File: src/rtl/osc_seq_pkg.sv
// Shared types and constants for the oscillation-test sequencer.
// Assumes: three oscillator configurations, band constants in 1/1024 units.
package osc_seq_pkg;

    localparam int unsigned FRAC_BITS = 10;
    localparam int unsigned K_W       = 11;

    typedef enum logic [2:0] {
        ST_IDLE, ST_SETTLE, ST_GATE, ST_JUDGE, ST_FINISH
    } seq_state_e;

    typedef enum logic [1:0] {
        PH_SELF, PH_A, PH_B, PH_C
    } phase_e;

    localparam logic [4:0] SW_NORMAL = 5'b10100;
    localparam logic [4:0] SW_CFG_A  = 5'b10111;
    localparam logic [4:0] SW_CFG_B  = 5'b00111;
    localparam logic [4:0] SW_CFG_C  = 5'b01001;

    // Lower band constant per configuration index (A, B, C).
    function automatic int unsigned lo_k(int unsigned idx);
        case (idx)
            0:       return 978;
            1:       return 981;
            default: return 947;
        endcase
    endfunction

    // Upper band constant per configuration index (A, B, C).
    function automatic int unsigned hi_k(int unsigned idx);
        case (idx)
            0:       return 1085;
            1:       return 1080;
            default: return 1054;
        endcase
    endfunction

    // Switch encoding applied during a phase.
    function automatic logic [4:0] sw_for(phase_e ph);
        case (ph)
            PH_A:    return SW_CFG_A;
            PH_B:    return SW_CFG_B;
            PH_C:    return SW_CFG_C;
            default: return SW_NORMAL;
        endcase
    endfunction

endpackage

File: src/rtl/osc_edge_counter.sv
// Synchronises the oscillator (or the internal reference) and counts
// rising edges while enabled. Assumes osc_in is asynchronous and slower
// than clk/2. The count saturates at all ones.
module osc_edge_counter #(
    parameter int unsigned CNT_W = 16
) (
    input  logic             clk,
    input  logic             rst_n,
    input  logic             use_ref,
    input  logic             osc_in,
    input  logic             clr,
    input  logic             en,
    output logic [CNT_W-1:0] count
);

    logic [1:0] ref_div;
    logic       src;
    logic       s_meta, s_sync, s_prev;
    logic       rise;

    // Free-running divider: reference square wave of period 4.
    always_ff @(posedge clk) begin
        if (!rst_n) ref_div <= '0;
        else        ref_div <= ref_div + 2'd1;
    end

    assign src = use_ref ? ref_div[1] : osc_in;

    // Two-flop synchroniser plus one delay stage for edge detection.
    always_ff @(posedge clk) begin
        if (!rst_n) {s_meta, s_sync, s_prev} <= 3'b000;
        else        {s_meta, s_sync, s_prev} <= {src, s_meta, s_sync};
    end

    assign rise = s_sync & ~s_prev;

    // Saturating edge counter, cleared during the settle wait.
    always_ff @(posedge clk) begin
        if (!rst_n)                      count <= '0;
        else if (clr)                    count <= '0;
        else if (en && rise && ~&count)  count <= count + 1'b1;
    end

endmodule

File: src/rtl/osc_band_check.sv
// Derives per-configuration count limits from the nominal counts with
// constant multiplies and judges the current count. Assumes the
// nominal counts are stable for the whole run.
module osc_band_check
    import osc_seq_pkg::*;
#(
    parameter int unsigned CNT_W  = 16,
    parameter int unsigned GATE_W = 20
) (
    input  phase_e             phase,
    input  logic [3*CNT_W-1:0] nom_flat,
    input  logic [CNT_W-1:0]   count,
    input  logic [GATE_W-1:0]  gate_cycles,
    output logic               pass
);

    localparam int unsigned PW = CNT_W + K_W;
    localparam int unsigned LW = PW - FRAC_BITS;
    localparam int unsigned EW = ((CNT_W > GATE_W) ? CNT_W : GATE_W) + 2;

    logic [LW-1:0] lo_lim [3];
    logic [LW-1:0] hi_lim [3];

    // One pair of constant multipliers per configuration.
    for (genvar gi = 0; gi < 3; gi++) begin : g_lim
        logic [PW-1:0] lo_p, hi_p;
        assign lo_p = PW'(nom_flat[gi*CNT_W +: CNT_W]) * PW'(lo_k(gi));
        assign hi_p = PW'(nom_flat[gi*CNT_W +: CNT_W]) * PW'(hi_k(gi));
        assign lo_lim[gi] = lo_p[PW-1:FRAC_BITS];
        assign hi_lim[gi] = hi_p[PW-1:FRAC_BITS];
    end

    logic [LW-1:0] cnt_l, lo_sel, hi_sel;
    logic [EW-1:0] cnt_e, exp_e;
    logic          band_ok, self_ok;

    // Select the active limits and judge band or self-check.
    always_comb begin
        case (phase)
            PH_B:    begin lo_sel = lo_lim[1]; hi_sel = hi_lim[1]; end
            PH_C:    begin lo_sel = lo_lim[2]; hi_sel = hi_lim[2]; end
            default: begin lo_sel = lo_lim[0]; hi_sel = hi_lim[0]; end
        endcase
        cnt_l   = LW'(count);
        band_ok = (count != '0) && (cnt_l >= lo_sel) && (cnt_l <= hi_sel);
        cnt_e   = EW'(count);
        exp_e   = EW'(gate_cycles >> 2);
        self_ok = (cnt_e + EW'(1) >= exp_e) && (cnt_e <= exp_e + EW'(1));
        pass    = (phase == PH_SELF) ? self_ok : band_ok;
    end

endmodule

File: src/rtl/osc_seq_ctrl.sv
// Run sequencer: self phase (optional), then configurations A, B, C,
// each with a settle wait, a gate window and a one-cycle judgement.
// Assumes settle_cycles and gate_cycles are stable during a run;
// a zero value lasts one cycle.
module osc_seq_ctrl
    import osc_seq_pkg::*;
#(
    parameter int unsigned SETTLE_W = 16,
    parameter int unsigned GATE_W   = 20
) (
    input  logic                clk,
    input  logic                rst_n,
    input  logic                start,
    input  logic                self_test,
    input  logic [SETTLE_W-1:0] settle_cycles,
    input  logic [GATE_W-1:0]   gate_cycles,
    input  logic                judge_pass,
    output phase_e              phase,
    output logic                cnt_clr,
    output logic                cnt_en,
    output logic                use_ref,
    output logic [4:0]          sw_ctrl,
    output logic                busy,
    output logic                done,
    output logic [2:0]          fail_vec,
    output logic                st_fail
);

    localparam int unsigned TW = ((SETTLE_W > GATE_W) ? SETTLE_W : GATE_W) + 1;

    seq_state_e    state;
    logic [TW-1:0] timer;
    logic [TW-1:0] limit;
    logic          last;

    // Timer end condition for the current wait.
    always_comb begin
        limit = (state == ST_SETTLE) ? TW'(settle_cycles) : TW'(gate_cycles);
        last  = (timer + TW'(1)) >= limit;
    end

    // Main state machine and result registers.
    always_ff @(posedge clk) begin
        if (!rst_n) begin
            state    <= ST_IDLE;
            phase    <= PH_A;
            timer    <= '0;
            fail_vec <= 3'b000;
            st_fail  <= 1'b0;
        end else begin
            case (state)
                ST_IDLE: if (start) begin
                    fail_vec <= 3'b000;
                    st_fail  <= 1'b0;
                    phase    <= self_test ? PH_SELF : PH_A;
                    timer    <= '0;
                    state    <= ST_SETTLE;
                end
                ST_SETTLE: begin
                    timer <= last ? '0 : timer + TW'(1);
                    if (last) state <= ST_GATE;
                end
                ST_GATE: begin
                    timer <= last ? '0 : timer + TW'(1);
                    if (last) state <= ST_JUDGE;
                end
                ST_JUDGE: begin
                    timer <= '0;
                    case (phase)
                        PH_SELF: begin
                            if (!judge_pass) begin
                                st_fail  <= 1'b1;
                                fail_vec <= 3'b111;
                                state    <= ST_FINISH;
                            end else begin
                                phase <= PH_A;
                                state <= ST_SETTLE;
                            end
                        end
                        PH_A: begin
                            fail_vec[0] <= ~judge_pass;
                            phase       <= PH_B;
                            state       <= ST_SETTLE;
                        end
                        PH_B: begin
                            fail_vec[1] <= ~judge_pass;
                            phase       <= PH_C;
                            state       <= ST_SETTLE;
                        end
                        default: begin
                            fail_vec[2] <= ~judge_pass;
                            state       <= ST_FINISH;
                        end
                    endcase
                end
                default: state <= ST_IDLE;
            endcase
        end
    end

    // Output decode from the registered state.
    always_comb begin
        busy    = (state == ST_SETTLE) || (state == ST_GATE) || (state == ST_JUDGE);
        done    = (state == ST_FINISH);
        cnt_clr = (state == ST_SETTLE);
        cnt_en  = (state == ST_GATE);
        use_ref = (phase == PH_SELF);
        sw_ctrl = busy ? sw_for(phase) : SW_NORMAL;
    end

endmodule

File: src/rtl/osc_test_seq.sv
// Top of the oscillation-test sequencer: joins the sequencer, the edge
// counter and the band checker. Assumes osc_in is a squared,
// asynchronous oscillator signal.
module osc_test_seq
    import osc_seq_pkg::*;
#(
    parameter int unsigned CNT_W    = 16,
    parameter int unsigned SETTLE_W = 16,
    parameter int unsigned GATE_W   = 20
) (
    input  logic                clk,
    input  logic                rst_n,
    input  logic                start,
    input  logic                self_test,
    input  logic [SETTLE_W-1:0] settle_cycles,
    input  logic [GATE_W-1:0]   gate_cycles,
    input  logic [CNT_W-1:0]    nom_cfg_a,
    input  logic [CNT_W-1:0]    nom_cfg_b,
    input  logic [CNT_W-1:0]    nom_cfg_c,
    input  logic                osc_in,
    output logic [4:0]          sw_ctrl,
    output logic                busy,
    output logic                done,
    output logic [2:0]          fail_vec,
    output logic                st_fail
);

    phase_e           phase;
    logic             cnt_clr, cnt_en, use_ref, judge_pass;
    logic [CNT_W-1:0] count;

    osc_seq_ctrl #(
        .SETTLE_W(SETTLE_W),
        .GATE_W  (GATE_W)
    ) u_ctrl (
        .clk          (clk),
        .rst_n        (rst_n),
        .start        (start),
        .self_test    (self_test),
        .settle_cycles(settle_cycles),
        .gate_cycles  (gate_cycles),
        .judge_pass   (judge_pass),
        .phase        (phase),
        .cnt_clr      (cnt_clr),
        .cnt_en       (cnt_en),
        .use_ref      (use_ref),
        .sw_ctrl      (sw_ctrl),
        .busy         (busy),
        .done         (done),
        .fail_vec     (fail_vec),
        .st_fail      (st_fail)
    );

    osc_edge_counter #(
        .CNT_W(CNT_W)
    ) u_cnt (
        .clk    (clk),
        .rst_n  (rst_n),
        .use_ref(use_ref),
        .osc_in (osc_in),
        .clr    (cnt_clr),
        .en     (cnt_en),
        .count  (count)
    );

    osc_band_check #(
        .CNT_W (CNT_W),
        .GATE_W(GATE_W)
    ) u_band (
        .phase      (phase),
        .nom_flat   ({nom_cfg_c, nom_cfg_b, nom_cfg_a}),
        .count      (count),
        .gate_cycles(gate_cycles),
        .pass       (judge_pass)
    );

endmodule

File: config.mk
export PLATFORM = sky130hd
export DESIGN_NAME = osc_test_seq
export DESIGN_NICKNAME = d
export VERILOG_FILES = /design/src/rtl/osc_seq_pkg.sv /design/src/rtl/osc_edge_counter.sv /design/src/rtl/osc_band_check.sv /design/src/rtl/osc_seq_ctrl.sv /design/src/rtl/osc_test_seq.sv
export SDC_FILE = /design/constraint.sdc
export NUM_CORES = 1
export LEC_CHECK = 0
export BUFFER_PORTS_ARGS = -buffer_cell sky130_fd_sc_hd__buf_4
export CAP_MARGIN = 20
export CORE_MARGIN = 2
export CORE_UTILIZATION = 70
export CTS_CLUSTER_DIAMETER = 80
export CTS_CLUSTER_SIZE = 24
export DETAILED_ROUTE_END_ITERATION = 7
export GPL_ROUTABILITY_DRIVEN = 0
export PLACE_DENSITY = 0.89
export RECOVER_POWER = 100
export SYNTH_ARGS = -nofsm -noshare
export SYNTH_HDL_FRONTEND = slang
export SYNTH_SLANG_ARGS = --single-unit
File: constraint.sdc
create_clock -name clk -period 19.9 [get_ports clk]
set_input_delay 1.99 -clock clk [delete_from_list [all_inputs] [get_ports clk]]
set_output_delay 1.99 -clock clk [all_outputs]
set_load 0.02 [all_outputs]
# After elaboration in Yosys (flattened, before gate mapping)
# Index checks and enable logic that the tools add are counted.
word_totals:
  word_cells: 105
  out_inout_bits: 11
  ff_bits: 51
  input_bits: 89
classes:
  eq_ne: 18
  n_mul: 6
  n_reduce_logical: 24
  bitwise: 4
  order_cmp: 5
  add_sub_neg: 5
  mux: 31
op_table:
  columns: ["operator", "n"]
  rows:
  - ["$mul 16x10->26 const B", 3]
  - ["$pmux 21 s3", 1]
  - ["$mux 21", 2]
  - ["$pmux 17 s2", 1]
  - ["$pmux 16 s2", 1]
  - ["$mul 16x11->27 const B", 1]
  - ["$mul 16x9->25 const B", 1]
  - ["$mul 16x8->24 const B", 1]
  - ["$ge 22x18->1", 1]
  - ["$le 16x22->1", 1]
  - ["$add 21x1->21 const B", 1]
  - ["$ge 21x21->1", 1]
  - ["$mux 20", 1]
  - ["$reduce_and 4->1", 5]
  - ["$add 18x1->19 const B", 1]
  - ["$mux 3", 6]
  - ["$add 16x1->17 const B", 1]
  - ["$le 16x17->1", 1]
  - ["$add 16x1->16 const B", 1]
  - ["$ge 16x16->1", 1]
  - ["$reduce_and 16->1", 1]
  - ["$reduce_bool 16->1", 1]
  - ["$pmux 5 s3", 1]
  - ["$pmux 3 s2", 2]
  - ["other kinds (31)", 56]

# Depth between registers and ports, before layout
# Gate-level depths: netlist (run 1).
logic_depth:
  ltp_word: 9
  ltp_mapped: 31
  ltp_nobuf: 31

# By module
# From an unflattened synthesis (run 1), not the netlist that was laid out.
hier_totals:
  hier_cells: 2350
  area_unflattened_um2: 21069.0
modules_own_cells:
  columns: ["module", "seq_area_each_um2", "area_each_um2", "instances", "cells_per_inst"]
  rows:
  - ["osc_band_check", 0.0, 17732.0, 1, 1976]
  - ["osc_seq_ctrl", 600.6, 2329.7, 1, 264]
  - ["osc_edge_counter", 420.4, 1007.2, 1, 110]

# Worst setup path after synthesis (run 1)
# Ideal clock, no wire load.
synth_timing:
  kind: "input port to flip-flop"
  from: "input port nom_cfg_b[1]"
  to: "register u_ctrl.fail_vec[1]"
  stages: 29
  setup_ps: 91
  path_buffers: 0
  t_required_ps: 19809
  arrival_ps: 8378
  path_slack_ps: 11431
  path_cell_list: "inv_1 fa_1 inv_1 fa_1 inv_1 fa_1 inv_1 fa_1 inv_1 fa_1 inv_1 ha_1 or4_1 o22ai_1 o21ai_1 a21boi_0 o21bai_1 a21oi_1 xnor2_1 a21oi_1 ha_1 a21o_1 a221oi_1 o211ai_1 o211ai_1 a21oi_1 o41ai_1 a31oi_1 a311oi_1"
synth_between:
  elab_chain_cells: 9
  word_cells_on_any_way: 14
  classes_between: "mul: 2; order compare: 2; eq/ne: 1; mux: 5; bitwise: 1; reduce/logical: 3"
synth_rtl:
  columns: ["element", "line", "source"]
  rows:
  - ["start: declaration", "osc_test_seq.sv:18", "input logic [CNT_W-1:0] nom_cfg_b,"]
  - ["$mul 16x10->26", "osc_band_check.sv:27", "assign lo_p = PW'(nom_flat[gi*CNT_W +: CNT_W]) * PW'(lo_k(gi));"]
  - ["$pmux 16 s2", "osc_band_check.sv:39", "case (phase)"]
  - ["$ge 16x16->1", "osc_band_check.sv:45", "band_ok = (count != '0) && (cnt_l >= lo_sel) && (cnt_l <= hi_sel);"]
  - ["$logic_and 1x1->1", "osc_band_check.sv:45", null]
  - ["$logic_and 1x1->1 *", "osc_band_check.sv:45", null]
  - ["$mux 1 *", "osc_band_check.sv:49", "pass = (phase == PH_SELF) ? self_ok : band_ok;"]
  - ["$not 1->1", "osc_seq_ctrl.sv:86", "fail_vec[1] <= ~judge_pass;"]
  - ["$pmux 1 s2", "osc_seq_ctrl.sv:69", "case (phase)"]
  - ["$pmux 3 s2", "osc_seq_ctrl.sv:51", "case (state)"]
  - ["end signal: assignment", "osc_seq_ctrl.sv:86", null]
  - ["end: declaration", "osc_seq_ctrl.sv:25", "output logic [2:0] fail_vec,"]
# Mark *: on every way between the ends. The rest lies on a longest branch, timed or not.
# A chain may end at the register's enable or synchronous reset.

# Final worst setup path (run 1)
layout_timing:
  from: "input port nom_cfg_b[3]"
  to: "register u_ctrl.fail_vec[1]"
# Same word-level chain as after synthesis.

==> results of run 1 <==
==> cell usage after synthesis (all sizes together), types with 28 or more instances <==
cell / n / share of area (%)
inv: 499 / 9.1
a21o: 48 / 1.8
fa: 254 / 25
nand3: 34 / 0.83
xor2: 50 / 2.1
and2: 28 / 0.86
o21ai: 47 / 1.1
nand2: 93 / 1.7
a21oi: 107 / 2.7
ha: 504 / 31
nor3: 33 / 0.81
nor2: 104 / 1.9
dfxtp: 51 / 5.0
xnor2: 85 / 3.6
==> stage by stage <==
| step | worst slack (ns) | cell area, sq um | util [%] | hold slack, ns | total power [mW] |
|---|---|---|---|---|---|
| after floorplan | 11.43 | 20500 | - | 0.412 | 2.01 |
| after global placement | 10.81 | 21600 | 75.2 | 0.422 | 2.57 |
| after detailed placement | 10.54 | 21600 | 75.2 | 0.428 | 2.70 |
| after CTS | 10.78 | 21800 | 75.7 | 0.448 | 2.81 |
| after global routing | 9.90 | 21700 | 75.5 | 0.458 | 3.14 |
| final | 10.33 | 21700 | 75.5 | 0.448 | 2.88 |
==> worst min path at each step <==
stage                     start               end
2_1_floorplan      u_cnt.s_meta      u_cnt.s_sync
3_3_place_gp   u_cnt.ref_div[0]  u_cnt.ref_div[0]
3_5_place_dp       u_cnt.s_meta      u_cnt.s_sync
4_1_cts            u_cnt.s_meta      u_cnt.s_sync
5_1_grt            u_cnt.s_meta      u_cnt.s_sync
6_report           u_cnt.s_meta      u_cnt.s_sync
==> registers in the layout (all words and copies together) (netlist names) <==
signal	flops
u_ctrl.state	3
u_ctrl.fail_vec	3
u_cnt.ref_div	2
u_ctrl.st_fail	1
u_ctrl.phase	2
u_cnt.s_meta	1
u_cnt.count	16
u_cnt.s_sync	1
u_cnt.s_prev	1
u_ctrl.timer	21
==> power by group <==
| group | internal [mW] | switching, mW |
|---|---|---|
| Clock | 0.0474 | 0.0423 |
| Sequential | 0.107 | 0.00692 |
| Combinational | 1.10 | 1.57 |
| Total | 1.26 | 1.62 |
==> placed cells by master, fill, tap and decap left out, types with 10 or more instances in the layout <==
master and instances:
nand2b_1 13, nor2_1 104, nand4_1 21, nor3_1 33, a21o_1 48, nand3_1 34
xnor2_1 85, clkbuf_1 13, nand2_1 93, buf_4 90, a221oi_1 15, o21ai_0 47
a31oi_1 11, fa_1 254, nor2b_1 19, a211oi_1 10, inv_1 499, xor2_1 50
ha_1 504, dfxtp_1 51, o21a_1 18, and3_1 23, a21oi_1 105, or3_1 13
o211ai_1 18, and2_1 19
==> routing by layer <==
metal  wire length (um)  global-route usage (%)  vias up  part of all wire (%)
li1                   -                       -     7863                     -
met1              21300                    44.4     8374                    40
met2              26000                    62.1      806                    49
met3               3680                    4.18      222                   6.9
met4               2580                    16.1        0                   4.8
met5                  0                       0        -                     0
==> cell type report <==
cell class | instances | area (sq um) | share of cell area, %
Multi-Input combinational cell | 1709 | 17500 | 80.4
Inverter | 501 | 1880 | 8.66
Sequential cell | 51 | 1020 | 4.70
Timing Repair Buffer | 103 | 724 | 3.34
Tap cell | 384 | 480 | 2.21
Clock buffer | 5 | 125 | 0.576
Clock inverter | 3 | 22.5 | 0.104
==> critical path, delay by kind of cell <==
family	cells	cell delay, ns
AO/OA/AOI/OAI	14	3.07
adder cells (fa/ha/maj)	7	3.30
XOR/XNOR	1	0.16
AND/OR/NAND/NOR	1	0.42
buffers and inverters	7	0.81
==> logic make-up (layout without fill, tap and decap cells) <==
family,count (synthesis),in the layout
xor+xnor,135,135
fa+ha+maj,758,758
flops,51,51
buf+inv,529,612
mux,7,7
compound gates,385,385
simple gates,424,424
==> metrics.yaml, run 1 <==
critical_path:
  critical_path_class: "primary input to register"
  slowest_stage: "fa_1"
  start_kind: "primary input"
  rr_startpoint: "u_ctrl.phase[0]"
  crit_path_end: "u_ctrl.fail_vec[1]"
  cp.required_ns: 20.10
  cp.arrival_ns: 9.77
  critPathMaxStageDelay_ns: 0.59
  end_kind: "register"
  r2r_end: "u_ctrl.fail_vec[1]"
  ff2ff_setup_slack_ns: 14.26
  timing.critical_path.mode_cell: "inv_1"
  reg2reg_depth: 15
  timing.critical_path.fanout_max: 7
  critPathLaunch: "nom_cfg_b[3]"
yosys:
  synth_top_flop_cell: "dfxtp_1"
  ys_async_sr_fraction_pct: 0
  synth-xor-area-share_pct: 5.77
  synthesis.nets: 3136
  synth-compound-area-share_pct: 13.1
  synth-seq-cells: 51
  yosysSeqAreaShare_pct: 4.98
  synthAdderAreaFrac_pct: 55.6
  synth_simple_gate_area_share_pct: 10.5
  synth_top_family_by_area: "adder cells"
  synth-edff-count: 0
  syn_avg_cell_area_sq_um: 8.95
  synth.distinct_cells: 74
  netlist_area_sq_um: 20500
  muxShareOfSynthArea_pct: 0.342
  ys_warn_count: 0
  netlist_instances: 2289
global_routing:
  grt-ovfl-total: 0
  antenna_found_initial: 0
  grt_pass1_vias: 18423
  grt_pass1_wl_mm: 88.5
  grt_max_degree: 32
  grt.total_usage_pct: 35.7
timing:
  max_freq_ghz: 0.105
  tightest_slew_ns: 1.40
  post-route-period-util_pct: 48.1
  setup_viol: 0
  max-slew-margin-rel_pct: 6.96
  finalMaxSlewViolations: 0
  tns_ns: 0
  fin_crit_ns: 9.57
  hold_viol_final: 0
  rsz0062_at_grt: "false"
  fin_skew_ns: 0.00725
pwr:
  p_per_area_nw_per_um2: 132
  power.leakage_nw: 12.0
  ir_drop_v: 0.0000957
floorplan:
  core-area_sq_um: 28800
  io_pins: 100
  fp-row-count: 62
  start_util_pct: 71.2
  dieArea_sq_um: 30700
  die_h_um: 175
  chipWidth_um: 175
job:
  cap_violations: 0
drt:
  drt_iter0_markers: 1479
  wl_mm: 53.6
  firstDrtPassIters: 7
  drc: 1
  route.detailed.wl_per_inst_um: 19.4
  via_per_inst: 6.26
  postRouteAntennaNets: 0
  vias: 17265
clock_tree:
  postCtsHoldBufs: 0
  cts_max_level: 2
  cts_buffers: 5
  clk_pin_slew_ns: 0.07
  cts_tree: "built"
  cts.sinks: 51
  cts_setup_buffers: 0
  cts_root_buffer: "clkbuf_16"
  clk_latency_ns: 0.30
  cts_resized: 0
  clk_path_buf_depth: 2
min_path:
  hp-class: "register to register"
  hold_depth: 1
finish:
  drive_gt1_share_pct: 5.31
  area_delta_synth_final_pct: 5.98
  stdcell_count: 2756
  fin_nets: 3218
  antenna_cells: 0
  nFillCells: 1928
placed_design:
  dpl.cell_count: 2748
  dp_hpwl_mm: 45.7
  portBuffers: 99
run_status:
  outcome: "finished, violations left"
  violations: "design-rule violations"
No activity file was read; power rests on OpenSTA's default activity.
==> run 2, diff against run 1 <==
CORE_UTILIZATION = 66   (was 70)
PLACE_DENSITY = 0.85   (was 0.89)
clock period = 9.5 ns   (was 19.9 ns; I/O delays follow)
==> run 2 against run 1 <==
  * The run now ends clean
  * Worst setup slack got worse by 9.3 ns
  * Global-route usage fell by 3.2 points
  * Sequential share of layout area barely moved
  * Die area rose by 5.9%
  * Hold slack got worse by 0.011 ns
  * Sequential cell count did not move
  * Design area barely moved
  * Via count fell by 2.7%
  * Non-clock buffer count did not move
  * Core utilization fell by 4.4 points
  * Clock skew rose by 0.0017 ns
  * Wire length fell by 4.3%
  * Largest cell class unchanged
  * Highest routed layer is now met5
==> metrics.yaml, run 2 (synthesis results as in run 1) <==
placed_design:
  dpl-instance-area_sq_um: 21700  # about the same
  portBuffers: 99  # unchanged
  dp_hpwl_mm: 44.3  # -3.2%
finish:
  fin_util_pct: 71.1  # -4.4 points
  largest_register: "u_ctrl.timer"
  reg_top3: "u_ctrl.timer: 21 flops, u_cnt.count: 16 flops"
  mostFrequentLayoutCells: "504 x ha_1, 499 x inv_1, 254 x fa_1, 105 x a21oi_1, 104 x nor2_1"
  area_delta_synth_final_pct: 6.09  # about the same
  stdcell_area_sq_um: 21700  # about the same
  nFillCells: 2318  # +20%
  ff_latch_area_sq_um: 1020  # unchanged
  multi_input_area_sq_um: 17500  # unchanged
  antenna_cells: 0  # unchanged
  mostFrequentLayoutCell: "ha_1"
  largest_reg_flops: 21  # unchanged
  fin_nets: 3218  # unchanged
  drive_gt1_share_pct: 5.31  # unchanged
timing:
  hold_viol_final: 0  # unchanged
  fin_skew_ns: 0.00892  # +0.00167 ns
  post-route-period-util_pct: 89.1
  tightest_slew_ns: 1.39  # -0.00332 ns
  rsz0062_at_grt: "false"
  fin_hold_ws_ns: 0.437  # -0.0112 ns
  tns_ns: 0  # unchanged
  fin_crit_ns: 8.47
  max-slew-margin-rel_pct: 7.18  # +0.22 points
  setup_viol: 0  # unchanged
  max_freq_ghz: 0.118
  finalMaxSlewViolations: 0  # unchanged
drt:
  firstDrtPassIters: 6  # -1
  vias: 16805  # -2.7%
  postRouteAntennaNets: 0  # unchanged
  wl_mm: 51.3  # -4.3%
  drt_iter0_markers: 1132  # -23%
  via_per_inst: 6.07  # -3.1%
  route.detailed.wl_per_inst_um: 18.5  # -4.7%
  drc: 0  # -1
critical_path:
  timing.critical_path.fanout_max: 8  # +1
  cp.required_ns: 9.69  # -10.41 ns
  start_kind: "primary input"
  cp.arrival_ns: 8.66  # -1.11 ns
  ff2ff_setup_slack_ns: 3.95  # -10.31 ns
  reg2reg_depth: 15  # unchanged
  r2r_end: "u_ctrl.fail_vec[1]"
  end_kind: "register"
  timing.critical_path.mode_cell: "inv_1"
  rr_startpoint: "u_ctrl.phase[0]"
  slowest_stage: "fa_1"
  critPathMaxStageDelay_ns: 0.61  # +0.02 ns
  critical_path_class: "primary input to register"
clock_tree:
  cts_resized: 0  # unchanged
  cts_max_level: 2  # unchanged
  cts_root_buffer: "clkbuf_16"
  clk_pin_slew_ns: 0.07  # about the same
  clk_path_buf_depth: 2  # unchanged
  postCtsHoldBufs: 0  # unchanged
  cts_setup_buffers: 0  # unchanged
  clk_latency_ns: 0.30  # about the same
  cts_tree: "built"
  cts_buffers: 5  # unchanged
  cts.sinks: 51  # unchanged
pwr:
  power_mw: 5.94  # +110%
  p_per_area_nw_per_um2: 273  # +110%
  power.leakage_nw: 12.0  # about the same
  ir_drop_v: 0.000214  # +120%
job:
  cap_violations: 0  # unchanged
global_routing:
  grt_pass1_wl_mm: 86.6  # -2.1%
  grt-ovfl-total: 0  # unchanged
  grt.total_usage_pct: 32.4  # -3.2 points
  grt_pass1_vias: 18018  # -2.2%
  antenna_found_initial: 1  # +1
  grt_max_degree: 32  # unchanged
floorplan:
  fp-row-count: 64  # +3.2%
  io_pins: 100  # unchanged
  dieArea_sq_um: 32500  # +5.9%
  core-area_sq_um: 30600  # +6.3%
  die_h_um: 180  # +2.9%
  chipWidth_um: 180  # +2.9%
  start_util_pct: 67.0  # -4.2 points
min_path:
  hp-class: "register to register"
  worstHoldStart: "u_cnt.ref_div[0]"
  min_to: "u_cnt.ref_div[0]"
  hold_depth: 1  # unchanged
run_status:
  outcome: "complete, no violations"
run 2: cell types whose count changed in the layout (fill, tap and decap cells not counted):
| cell | before | now |
|---|---|---|
| and2_0 | 8 | 7 |
| inv_6 | 2 | 0 |
| and2_1 | 19 | 20 |
| clkbuf_1 | 13 | 12 |
| clkinv_2 | 1 | 0 |
| buf_4 | 90 | 92 |
| or2_2 | 9 | 8 |
| or2_0 | 0 | 1 |
| clkinv_4 | 0 | 2 |
run 2: stage by stage:
stage	cells	worst slack (ns)
2_1_floorplan	2289	2.07
3_3_place_gp	2760	1.44
3_5_place_dp	2760	1.20
4_1_cts	2768	1.47
5_1_grt	2768	0.652
6_report	2768	1.03
run 2: critical path, delay by kind of cell:
kind	cells	cell delay, ns
fa+ha+maj	7	3.30
compound gates	14	3.05
buf+inv	7	0.78
simple gates	1	0.40
xor+xnor	1	0.16
run 2: how the worst max path moves through the flow:
| stage | slack, ns | cells after the start | start | endpoint |
|---|---|---|---|---|
| 3_3_place_gp | 1.44 | 30 | nom_cfg_b[2] | u_ctrl.fail_vec[1] |
| 5_1_grt | 0.65 | 30 | nom_cfg_b[2] | u_ctrl.fail_vec[1] |
| 3_5_place_dp | 1.20 | 30 | nom_cfg_b[1] | u_ctrl.fail_vec[1] |
| 2_1_floorplan | 2.07 | 29 | nom_cfg_b[1] | u_ctrl.fail_vec[1] |
| 6_report | 1.03 | 30 | nom_cfg_b[2] | u_ctrl.fail_vec[1] |
| 4_1_cts | 1.47 | 30 | nom_cfg_b[1] | u_ctrl.fail_vec[1] |
run 2: final cells by class:
type	count	share of cell area (%)
Multi-Input combinational cell	1709	80.3
Inverter	501	8.65
Sequential cell	51	4.70
Timing Repair Buffer	103	3.37
Tap cell	396	2.28
Clock buffer	6	0.593
Clock inverter	2	0.0806
run 2: power by group:
| group | internal (mW) | leakage, nW | switching (mW) | total [mW] |
|---|---|---|---|---|
| Clock | 0.0989 | 0.0710 | 0.0843 | 0.183 |
| Combinational | 2.30 | 11.5 | 3.22 | 5.52 |
| Sequential | 0.224 | 0.413 | 0.0142 | 0.238 |
run 2: per-layer routing:
metal	global-route usage [%]	share of wire [%]	vias up
li1	-	-	7868
met1	41.2	41	8100
met2	56.0	48	658
met3	4.59	6.7	177
met4	12.3	4.1	2
met5	0	0.025	-
